**src/rtl/dmul_pkg.sv**
```systemverilog
package dmul_pkg;
  // Number of partial products that land in the chain of the given parity.
  function automatic int chain_len(input int n, input int parity);
    return (n - parity + 1) / 2;
  endfunction
endpackage

```
**src/rtl/dmul_ppgen.sv**
```systemverilog
module dmul_ppgen #(
  parameter int N = 16,
  localparam int W2 = 2 * N
) (
  input  logic [N-1:0]          a,
  input  logic [N-1:0]          b,
  output logic [N-1:0][W2-1:0]  pp
);
  for (genvar i = 0; i < N; i++) begin : g_row
    assign pp[i] = W2'(a & {N{b[i]}}) << i;
  end
endmodule

```
**src/rtl/dmul_csa_chain.sv**
```systemverilog
module dmul_csa_chain #(
  parameter int W2 = 32,
  parameter int K  = 8,
  localparam int ROWS = (K > 2) ? K - 2 : 0
) (
  input  logic [K-1:0][W2-1:0] pp,
  output logic [W2-1:0]        sum,
  output logic [W2-1:0]        carry
);
  logic [W2-1:0] s_v [ROWS+1];
  logic [W2-1:0] c_v [ROWS+1];

  // Seed the running pair with the first one or two partial products.
  if (K == 1) begin : g_seed1
    assign s_v[0] = pp[0];
    assign c_v[0] = '0;
  end else begin : g_seed2
    assign s_v[0] = pp[0];
    assign c_v[0] = pp[1];
  end

  // Each row folds one more partial product of this chain in.
  for (genvar r = 0; r < ROWS; r++) begin : g_row
    assign s_v[r+1] = s_v[r] ^ c_v[r] ^ pp[r+2];
    assign c_v[r+1] = ((s_v[r] & c_v[r]) | (s_v[r] & pp[r+2]) |
                       (c_v[r] & pp[r+2])) << 1;
  end

  assign sum   = s_v[ROWS];
  assign carry = c_v[ROWS];
endmodule

```
**src/rtl/dmul_comp42.sv**
```systemverilog
module dmul_comp42 #(
  parameter int W = 32
) (
  input  logic [W-1:0] x0,
  input  logic [W-1:0] x1,
  input  logic [W-1:0] x2,
  input  logic [W-1:0] x3,
  output logic [W-1:0] sum,
  output logic [W-1:0] carry
);
  logic [W-1:0] t;
  logic [W-1:0] ci;

  assign t     = x0 ^ x1 ^ x2;
  assign ci[0] = 1'b0;
  assign carry[0] = 1'b0;

  for (genvar i = 1; i < W; i++) begin : g_bit
    // lateral carry from the first 3:2 of the bit below
    assign ci[i]    = (x0[i-1] & x1[i-1]) | (x0[i-1] & x2[i-1]) | (x1[i-1] & x2[i-1]);
    // output carry of the second 3:2 of the bit below
    assign carry[i] = (t[i-1] & x3[i-1]) | (t[i-1] & ci[i-1]) | (x3[i-1] & ci[i-1]);
  end

  assign sum = t ^ x3 ^ ci;
endmodule

```
**src/rtl/dmul_top.sv**
```systemverilog
module dmul_top #(
  parameter int N       = 16,
  parameter bit REG_OUT = 1'b1,
  localparam int W2 = 2 * N,
  localparam int KE = dmul_pkg::chain_len(N, 0),
  localparam int KO = dmul_pkg::chain_len(N, 1)
) (
  input  logic          clk,
  input  logic          rst,
  input  logic [N-1:0]  a,
  input  logic [N-1:0]  b,
  output logic [W2-1:0] prod
);
  logic [N-1:0][W2-1:0]  pp;
  logic [KE-1:0][W2-1:0] pp_even;
  logic [KO-1:0][W2-1:0] pp_odd;
  logic [W2-1:0] se, ce, so, co, s42, c42, p_comb;

  dmul_ppgen #(.N(N)) u_pp (.a(a), .b(b), .pp(pp));

  for (genvar j = 0; j < KE; j++) begin : g_even
    assign pp_even[j] = pp[2*j];
  end
  for (genvar j = 0; j < KO; j++) begin : g_odd
    assign pp_odd[j] = pp[2*j+1];
  end

  dmul_csa_chain #(.W2(W2), .K(KE)) u_even (.pp(pp_even), .sum(se), .carry(ce));
  dmul_csa_chain #(.W2(W2), .K(KO)) u_odd  (.pp(pp_odd),  .sum(so), .carry(co));

  dmul_comp42 #(.W(W2)) u_merge (
    .x0(se), .x1(ce), .x2(so), .x3(co), .sum(s42), .carry(c42)
  );

  assign p_comb = s42 + c42;

  if (REG_OUT) begin : g_reg
    always_ff @(posedge clk) begin
      if (rst) prod <= '0;
      else     prod <= p_comb;
    end
  end else begin : g_comb
    assign prod = p_comb;
  end
endmodule

```
**config.mk**
```make
export PLATFORM = sky130hd
export DESIGN_NAME = dmul_top
export DESIGN_NICKNAME = d
export VERILOG_FILES = /design/src/rtl/dmul_pkg.sv /design/src/rtl/dmul_ppgen.sv /design/src/rtl/dmul_csa_chain.sv /design/src/rtl/dmul_comp42.sv /design/src/rtl/dmul_top.sv
export SDC_FILE = /design/constraint.sdc
export NUM_CORES = 1
export LEC_CHECK = 0
export BUFFER_PORTS_ARGS = -buffer_cell sky130_fd_sc_hd__buf_4
export CAP_MARGIN = 0
export CORE_MARGIN = 8
export CORE_UTILIZATION = 55
export CTS_CLUSTER_DIAMETER = 120
export DETAILED_ROUTE_END_ITERATION = 8
export PLACE_DENSITY = 0.74
export REMOVE_ABC_BUFFERS = 1
export SYNTH_ARGS = -nofsm -noshare
export SYNTH_HDL_FRONTEND = slang
export SYNTH_SLANG_ARGS = --single-unit
```
**constraint.sdc**
```tcl
create_clock -name clk -period 8.8 [get_ports clk]
set_input_delay 0.88 -clock clk [delete_from_list [all_inputs] [get_ports clk]]
set_output_delay 0.88 -clock clk [all_outputs]
set_load 0.01 [all_outputs]
```
* Word level (Yosys, flattened, before mapping)
Index checks and enable logic that the tools add are counted.
Storage, ports and cells: register bits after elaboration 32, word-level logic and storage cells 407
Cells by class: bitwise gates (word level) 405, $add $sub $neg 1
Operators with widths (number):
- 31-bit OR | 22
- 32-bit bitwise XOR | 14
- 31-bit bitwise AND | 12
- 16-bit bitwise AND | 16
- 1-bit bitwise AND | 181
- 1-bit OR | 120
- 31-bit by 22-bit bitwise AND with 31-bit output | 2
- 31-bit by 23-bit bitwise AND with 31-bit output | 2
- 31-bit by 24-bit bitwise AND with 31-bit output | 2
- 31-bit by 25-bit bitwise AND with 31-bit output | 2
- 31-bit by 26-bit bitwise AND with 31-bit output | 2
- 31-bit by 27-bit bitwise AND with 31-bit output | 2
- 31-bit by 28-bit bitwise AND with 31-bit output | 2
- 31-bit by 29-bit bitwise AND with 31-bit output | 2
- 31-bit by 30-bit bitwise AND with 31-bit output | 2
- 32-bit adder | 1
- 32-bit by 22-bit bitwise XOR with 32-bit output | 1
- 32-bit by 23-bit bitwise XOR with 32-bit output | 1
- 32-bit by 24-bit bitwise XOR with 32-bit output | 1
- 32-bit by 25-bit bitwise XOR with 32-bit output | 1
- 32-bit by 26-bit bitwise XOR with 32-bit output | 1
- 32-bit by 27-bit bitwise XOR with 32-bit output | 1
- 32-bit by 28-bit bitwise XOR with 32-bit output | 1
- 32-bit by 29-bit bitwise XOR with 32-bit output | 1
- 14 further kinds | 14

* Logic depth before layout (Yosys ltp)
Gate-level depths: netlist (run 1).
depth in word-level cells 26, gate-level depth with buffers 23, mapped depth without buffers 21

* Hierarchy
A second synthesis (run 1) with hierarchy kept.
Unflattened totals: cell total of the unflattened synthesis 1365, area, all modules 15558.7 um^2
By module, submodules not included:
- dmul_csa_chain | cells an instance 210, instances 2, area an instance 3866.2 um^2
- dmul_ppgen | cells an instance 545, instances 1, area an instance 3867.5 um^2
- dmul_top | cells an instance 333, instances 1, area an instance 2673.8 um^2
- dmul_comp42 | cells an instance 67, instances 1, area an instance 1285.0 um^2

* Worst setup path after synthesis (run 1)
OpenSTA, ideal clock, no wires.
path kind input to register, start input port a[11], end register prod[31], stages 22, arrival 7149 ps, buffers on the path 2, data required time 8677 ps, setup slack 1527 ps, path through clkbuf_1 > clkbuf_1 > nand2_1 > fa_1 > fa_1 > fa_1 > fa_1 > fa_1 > inv_1 > fa_1 > inv_1 > fa_1 > inv_1 > fa_1 > ha_1 > a21oi_2 > o21ai_1 > a31oi_1 > o221ai_1 > a221o_1 > a31oi_1 > mux2_1
Between the ends: longest elaborated chain between the ends 26, elaborated cells between the ends (all ways) 268, those cells by class add/sub (1); bitwise (267)
Ends and longest elaborated chain:
- start: declaration | line dmul_top.sv:10 | input logic [N-1:0] a,
- 16-bit bitwise AND | line dmul_ppgen.sv:10 | assign pp[i] = W2'(a & {N{b[i]}}) << i;
- 16-bit by 18-bit bitwise AND with 18-bit output or 16-bit by 20-bit bitwise AND with 20-bit output (tied branches) | line dmul_csa_chain.sv:25 | assign c_v[r+1] = ((s_v[r] & c_v[r]) | (s_v[r] & pp[r+2]) |
- 31-bit OR | line dmul_csa_chain.sv:25
- 31-bit by 20-bit OR with 31-bit output | line dmul_csa_chain.sv:25
- 31-bit bitwise AND | line dmul_csa_chain.sv:25
- 31-bit OR (2 in series) | line dmul_csa_chain.sv:25
- 31-bit bitwise AND | line dmul_csa_chain.sv:25
- 31-bit OR (2 in series) | line dmul_csa_chain.sv:25
- (+4 left out)
- 31-bit OR (2 in series) | line dmul_csa_chain.sv:25
- 31-bit bitwise AND | line dmul_csa_chain.sv:25
- 31-bit OR (2 in series) | line dmul_csa_chain.sv:25
- 1-bit bitwise AND | line dmul_comp42.sv:20 | assign ci[i] = (x0[i-1] & x1[i-1]) | (x0[i-1] & x2[i-1]) | (x1[i-1] & x2[i-1]);
- 1-bit OR (2 in series) | line dmul_comp42.sv:20
- 1-bit bitwise AND | line dmul_comp42.sv:22 | assign carry[i] = (t[i-1] & x3[i-1]) | (t[i-1] & ci[i-1]) | (x3[i-1] & ci[i-1]);
- 1-bit OR (2 in series) | line dmul_comp42.sv:22
- 32-bit adder * | line dmul_top.sv:35 | assign p_comb = s42 + c42;
- end signal: assignment | line dmul_top.sv:40 | else prod <= p_comb;
- end: declaration | line dmul_top.sv:12 | output logic [W2-1:0] prod
Mark *: on every way between the ends. The rest lies on a longest branch, timed or not. A chain may end at the register's enable or synchronous reset.

* Worst setup path after layout (run 1)
Ends and elaborated chain as after synthesis.

==> results.toml, run 1 <==
[status]
outcome = "finished, final reports clean"

[layout]
regMostFlops = "prod"
layout.filler_cells = 1466
finalNetCount = 1343
layout.core_utilization_pct = 60.0
layout_common_cells = "197 x fa_1, 178 x nand2_1, 127 x inv_1"
largest_register_ffs = 32
area.sequential_um2 = 641
mostFrequentLayoutCell = "fa_1"
antenna_cells = 0
layout-area-overhead-vs-synth_pct = 8.26
top_regs = "prod: 32 flops"
multi_input_area_um2 = 7790
layout-drive-gt1-share_pct = 8.30
layoutNonFillerInstCount = 1220

[floorplanning]
starting_density_of_the_core_pct = 55.4
design.portCount = 66
die-height_um = 144
dieWidth_um = 144
placeable_core_area_um2 = 16300
die_area_um2 = 20800
number_of_cell_rows = 47

[synth]
synth_largest_area_cell = "fa_1"
synth_top_area_share_pct = 43.6
synth_top_cells_by_area = "fa_1 44%, ha_1 15%, nand2_1 7.4%"
ys_dominant_reg_cell = "dfxtp_1"
number_of_instances_in_the_synthesized_netlist = 967
synth.yosys.warnings = 0
yosys.cell_types.count = 44
synth_seq_cells = 32
synth-edff-count = 0
postSynthAreaPerCell_um2 = 9.36
ys_seq_area_share_pct = 7.08
synth-async-reset-ratio_pct = 0
post_synth_instance_area_um2 = 9050

[grt]
antenna_found_initial = 0
grt.total_usage_pct = 20.1
grt_pass1_wl_um = 33300
gr-total-overflow = 0
maximum_number_of_pins_on_one_net_before_global_route_repair = 35
grt_pass1_vias = 7063

[clock_network]
clockBufferDepth = 2
clock_transition_at_the_registers_of_the_reported_paths_ns = 0.05
ctsRootBufferMaster = "clkbuf_16"
clock_sink_count = 32
cts_post_setup_buffers_inserted = 0
cts_max_level = 2
tritoncts = "built"
tritoncts.num_buffers = 5
postCtsResizedCells = 0
holdBufCountCts = 0

[sta]
crit_share_post_route_pct = 80.1
timing.final.hold_violations = 0
timing.setup.tns_ns = 0
transition_time_at_the_pin_with_the_least_slew_margin_ns = 0.476
setup_viol = 0
min_period_ns = 7.05
final-max-slew-violation-count = 0
grt_setup_unrepaired = "no"
worst_slew_margin_rel_pct = 68.0
max_freq_mhz = 142

[worst_setup_path]
worstSetupStartpoint = "a[11]"
cp_data_arrival_time_ns = 7.21
crit_type = "in2reg"
cpMaxStageDelayCell = "fa_1"
crit_path_end = "prod[31]"
path_cells = "buf_4 > nand2_1 > fa_1 > fa_1 > fa_1 > fa_1 > fa_1 > inv_1 > fa_1 > inv_1 > fa_1 > inv_1 > fa_1 > ha_1 > a21oi_2 > o21ai_1 > a31oi_1 > o221ai_1 > a221o_1 > a31oi_1 > mux2_1"
crit_path_frequent_cell = "fa_1"
timing.critical_path.slowest_cell_delay_ns = 0.56
required_ns = 8.96
critPathLaunchType = "input pin"
cp_max_fo = 16
setup.worst_path.end_class = "flip-flop"

[drt]
routed_wl_um = 19600
first_iter_violations = 321
drcViolationCount = 0
antenna_violating_nets_post_route = 0
via_count = 6751
wl_per_cell_um = 16.0
drt_pass1_iterations = 7
vias_per_cell = 5.53

[place]
io_buffer_count = 65
place.detailed.instances = 1213
gp_congestion = 0.935
hpwl_detailed_um = 16000

[job]
number_of_max_cap_violations = 0

[hold_path]
hp-class = "in2reg"
area by class of cell:
cell class	instances	share of cell area, %
tap	220	2.81
sequential	32	6.54
inverter	127	4.86
timing repair buffer	65	4.98
multi-input combinational	769	79.4
clock inverter	1	0.0511
clock buffer	6	1.31
Yosys cell counts (2+ instances only):
| cell | n |
|---|---|
| a21o_1 | 7 |
| a21oi_1 | 27 |
| a21oi_2 | 4 |
| a221o_1 | 2 |
| a31oi_1 | 4 |
| and2_1 | 102 |
| and3_1 | 5 |
| and3_4 | 2 |
| buf_2 | 2 |
| clkbuf_1 | 37 |
| dfxtp_1 | 32 |
| fa_1 | 197 |
| ha_1 | 112 |
| inv_1 | 127 |
| nand2_1 | 178 |
| nand3_1 | 7 |
| nand4_1 | 5 |
| nor2_1 | 39 |
| nor2b_1 | 6 |
| nor3_1 | 3 |
| nor4_1 | 3 |
| o211ai_1 | 3 |
| o21a_1 | 2 |
| o21ai_0 | 11 |
| o21ai_1 | 2 |
| o21ai_2 | 2 |
| o21bai_1 | 7 |
| o31ai_1 | 2 |
| xnor2_1 | 14 |
| xor2_1 | 9 |
through the flow:
stage	hold slack (ns)	worst slack, ns	cell area [µm²]
final	0.986	1.75	9800
after global routing	0.994	1.46	9800
after CTS	0.983	1.79	9800
after detailed placement	1.27	1.52	9670
after global placement	1.27	1.60	9670
after floorplan	0.949	2.06	8900
critical path, delay by kind of cell:
kind	cells	cell delay (ns)
AO/OA/AOI/OAI	6	1.24
adder cells (fa/ha/maj)	9	4.24
buffers and inverters	4	0.37
multiplexers	1	0.34
AND/OR/NAND/NOR	1	0.12
cells by family after synthesis:
family	share of synthesized area [%]
AND/OR/NAND/NOR	18.4
adder cells (fa/ha/maj)	59.0
buffers and inverters	6.91
AO/OA/AOI/OAI	6.11
flip-flops	7.08
XOR/XNOR	2.23
multiplexers	0.249
worst min path at each step:
stage               end  slack, ns  startpoint  depth (start not counted)
2_1_floorplan  prod[28]       0.95         rst                          1
3_3_place_gp    prod[0]       1.27        b[0]                          3
3_5_place_dp    prod[0]       1.27        b[0]                          3
4_1_cts         prod[0]       0.98        b[0]                          3
5_1_grt         prod[0]       0.99        b[0]                          3
6_report       prod[23]       0.99         rst                          2
routing by layer:
metal  global-route usage (%)  wire length (µm)  vias to the layer above
li1                         -                 -                     3067
met1                     25.6              7970                     3489
met2                     36.4             10400                      170
met3                     2.31               878                       25
met4                     3.12               260                        0
met5                        0                 0                        -
Power of run 1 is not shown: default switching activity piles up to over one toggle a cycle in this logic, so the estimate is an artifact.
==> inputs of run 2 (changes only) <==
--- a/config.mk
+++ b/config.mk
@@ -11,7 +11,7 @@
 export CORE_UTILIZATION = 55
 export CTS_CLUSTER_DIAMETER = 120
 export DETAILED_ROUTE_END_ITERATION = 8
-export PLACE_DENSITY = 0.74
+export PLACE_DENSITY = 0.77
 export REMOVE_ABC_BUFFERS = 1
 export SYNTH_ARGS = -nofsm -noshare
 export SYNTH_HDL_FRONTEND = slang
==> constraint.sdc (replaced) <==
create_clock -name clk -period 6.2 [get_ports clk]
set_input_delay 0.62 -clock clk [delete_from_list [all_inputs] [get_ports clk]]
set_output_delay 0.62 -clock clk [all_outputs]
set_load 0.01 [all_outputs]
==> run 2 against run 1 <==
The run now ends with negative setup slack left. Global-route usage rose by 2.8 points. Design area rose by 18%. Routed wire length rose by 26%. Critical path depth rose by 2. Sequential share of layout area fell by 1.0 points. Via count rose by 11%. Clock-buffer cell count rose by 2. First-iteration DRC count rose by 26%. Final cell count rose by 11%. Non-clock buffer count rose by 134. Sequential cell count did not move. Setup slack got worse by 2.0 ns. Critical endpoint unchanged.
==> results.toml, run 2 (same netlist as run 1, synthesis figures left out) <==
[sta]
grt_setup_unrepaired = "yes"
setup_viol = 11
min_period_ns = 6.50
worst_slew_margin_rel_pct = 69.1
max_freq_mhz = 154
final_worst_path_setup_slack_ns = -0.295
final-max-slew-violation-count = 0
transition_time_at_the_pin_with_the_least_slew_margin_ns = 0.457
timing.final.hold_violations = 0
crit_share_post_route_pct = 105

[clock_network]
clock_transition_at_the_registers_of_the_reported_paths_ns = 0.05
tritoncts.num_buffers = 5
holdBufCountCts = 0
clockBufferDepth = 2
cts_max_level = 2
clock_sink_count = 32
tritoncts = "built"
ctsRootBufferMaster = "clkbuf_16"

[worst_setup_path]
cp_max_fo = 5
crit_type = "in2reg"
required_ns = 6.35
critPathLaunchType = "input pin"
path_cells = "buf_12 > buf_6 > and2_4 > ha_4 > inv_2 > fa_1 > fa_1 > fa_1 > fa_1 > inv_1 > fa_1 > inv_2 > fa_1 > inv_1 > fa_1 > ha_4 > a21oi_4 > o21ai_2 > a31oi_2 > o221ai_2 > a221o_1 > a31oi_1 > mux2_1"
cpMaxStageDelayCell = "fa_1"
setup.worst_path.end_class = "flip-flop"
timing.critical_path.slowest_cell_delay_ns = 0.55
critical-path-top-delay-family = "adder cells"
crit_path_frequent_cell = "fa_1"
worstPathBufferInverterCount = 6
cp_data_arrival_time_ns = 6.65

[layout]
finalNetCount = 1477
antenna_cells = 0
regMostFlops = "prod"
final_area_um2 = 11600
layoutNonFillerInstCount = 1355
top_regs = "prod: 32 flops"
largest_register_ffs = 32
layout-drive-gt1-share_pct = 27.2
layout_common_cells = "172 x fa_1, 166 x nand2_1, 161 x buf_4"
layout-area-overhead-vs-synth_pct = 28.3
mostFrequentLayoutCell = "fa_1"

[floorplanning]
die_area_um2 = 20800
design.portCount = 66
dieWidth_um = 144
die-height_um = 144
number_of_cell_rows = 47
placeable_core_area_um2 = 16300
starting_density_of_the_core_pct = 55.4

[grt]
maximum_number_of_pins_on_one_net_before_global_route_repair = 35
grt.total_usage_pct = 22.8
grt_pass1_wl_um = 37300
gr-total-overflow = 0
antenna_found_initial = 0
grt_pass1_vias = 7824

[place]
io_buffer_count = 65
hpwl_detailed_um = 18800
placed_cell_area_um2 = 10500
gp_congestion = 0.904
place.detailed.instances = 1323

[status]
outcome = "finished with violations"
failed_checks = "negative setup slack"

[drt]
antenna_violating_nets_post_route = 0
drt_pass1_iterations = 5
wl_per_cell_um = 18.2
drcViolationCount = 0
first_iter_violations = 406
vias_per_cell = 5.52
via_count = 7475
routed_wl_um = 24600

[hold_path]
hp-class = "in2reg"

[job]
number_of_max_cap_violations = 0
run 2: layout make-up:
type                            instances  area, µm²
Clock buffer                            8        146
Fill cell                            1188       4740
Inverter                              127        477
Multi-Input combinational cell        769       8320
Sequential cell                        32        641
Tap cell                              220        275
Timing Repair Buffer                  199       1750
run 2: through the flow:
stage / util [%] / TNS [ns] / hold WS [ns] / setup slack (ns)
6_report: 71.0 / -0.960 / 0.719 / -0.295
5_1_grt: 71.0 / -2.60 / 0.720 / -0.418
4_1_cts: 67.6 / -0.402 / 0.716 / -0.217
3_5_place_dp: 64.4 / -6.80 / 0.996 / -0.716
3_3_place_gp: 64.4 / -4.95 / 0.990 / -0.616
2_1_floorplan: - / -0.277 / 0.689 / -0.277
run 2: worst paths after layout:
path | start | endpoint | slack [ns] | cells after the start
min | a[0] | prod[0] | 0.72 | 3
max | b[3] | prod[31] | -0.30 | 23
run 2: what timing repair did:
item / 4_1_cts / 5_1_grt
gates resized for setup: 54 / 120
cloned: 0 / 1
endpoints found under the setup margin: 15 / 18
pin swaps: 33 / 62
setup buffers: 16 / 9
run 2: layer usage:
metal,vias to the layer above,GRT usage [%],wire length (µm)
li1,3346,-,-
met1,3785,27.6,9060
met2,278,41.3,13400
met3,66,3.57,1490
met4,0,6.08,737
met5,-,0,0
Power of run 2 is left out for the same reason.
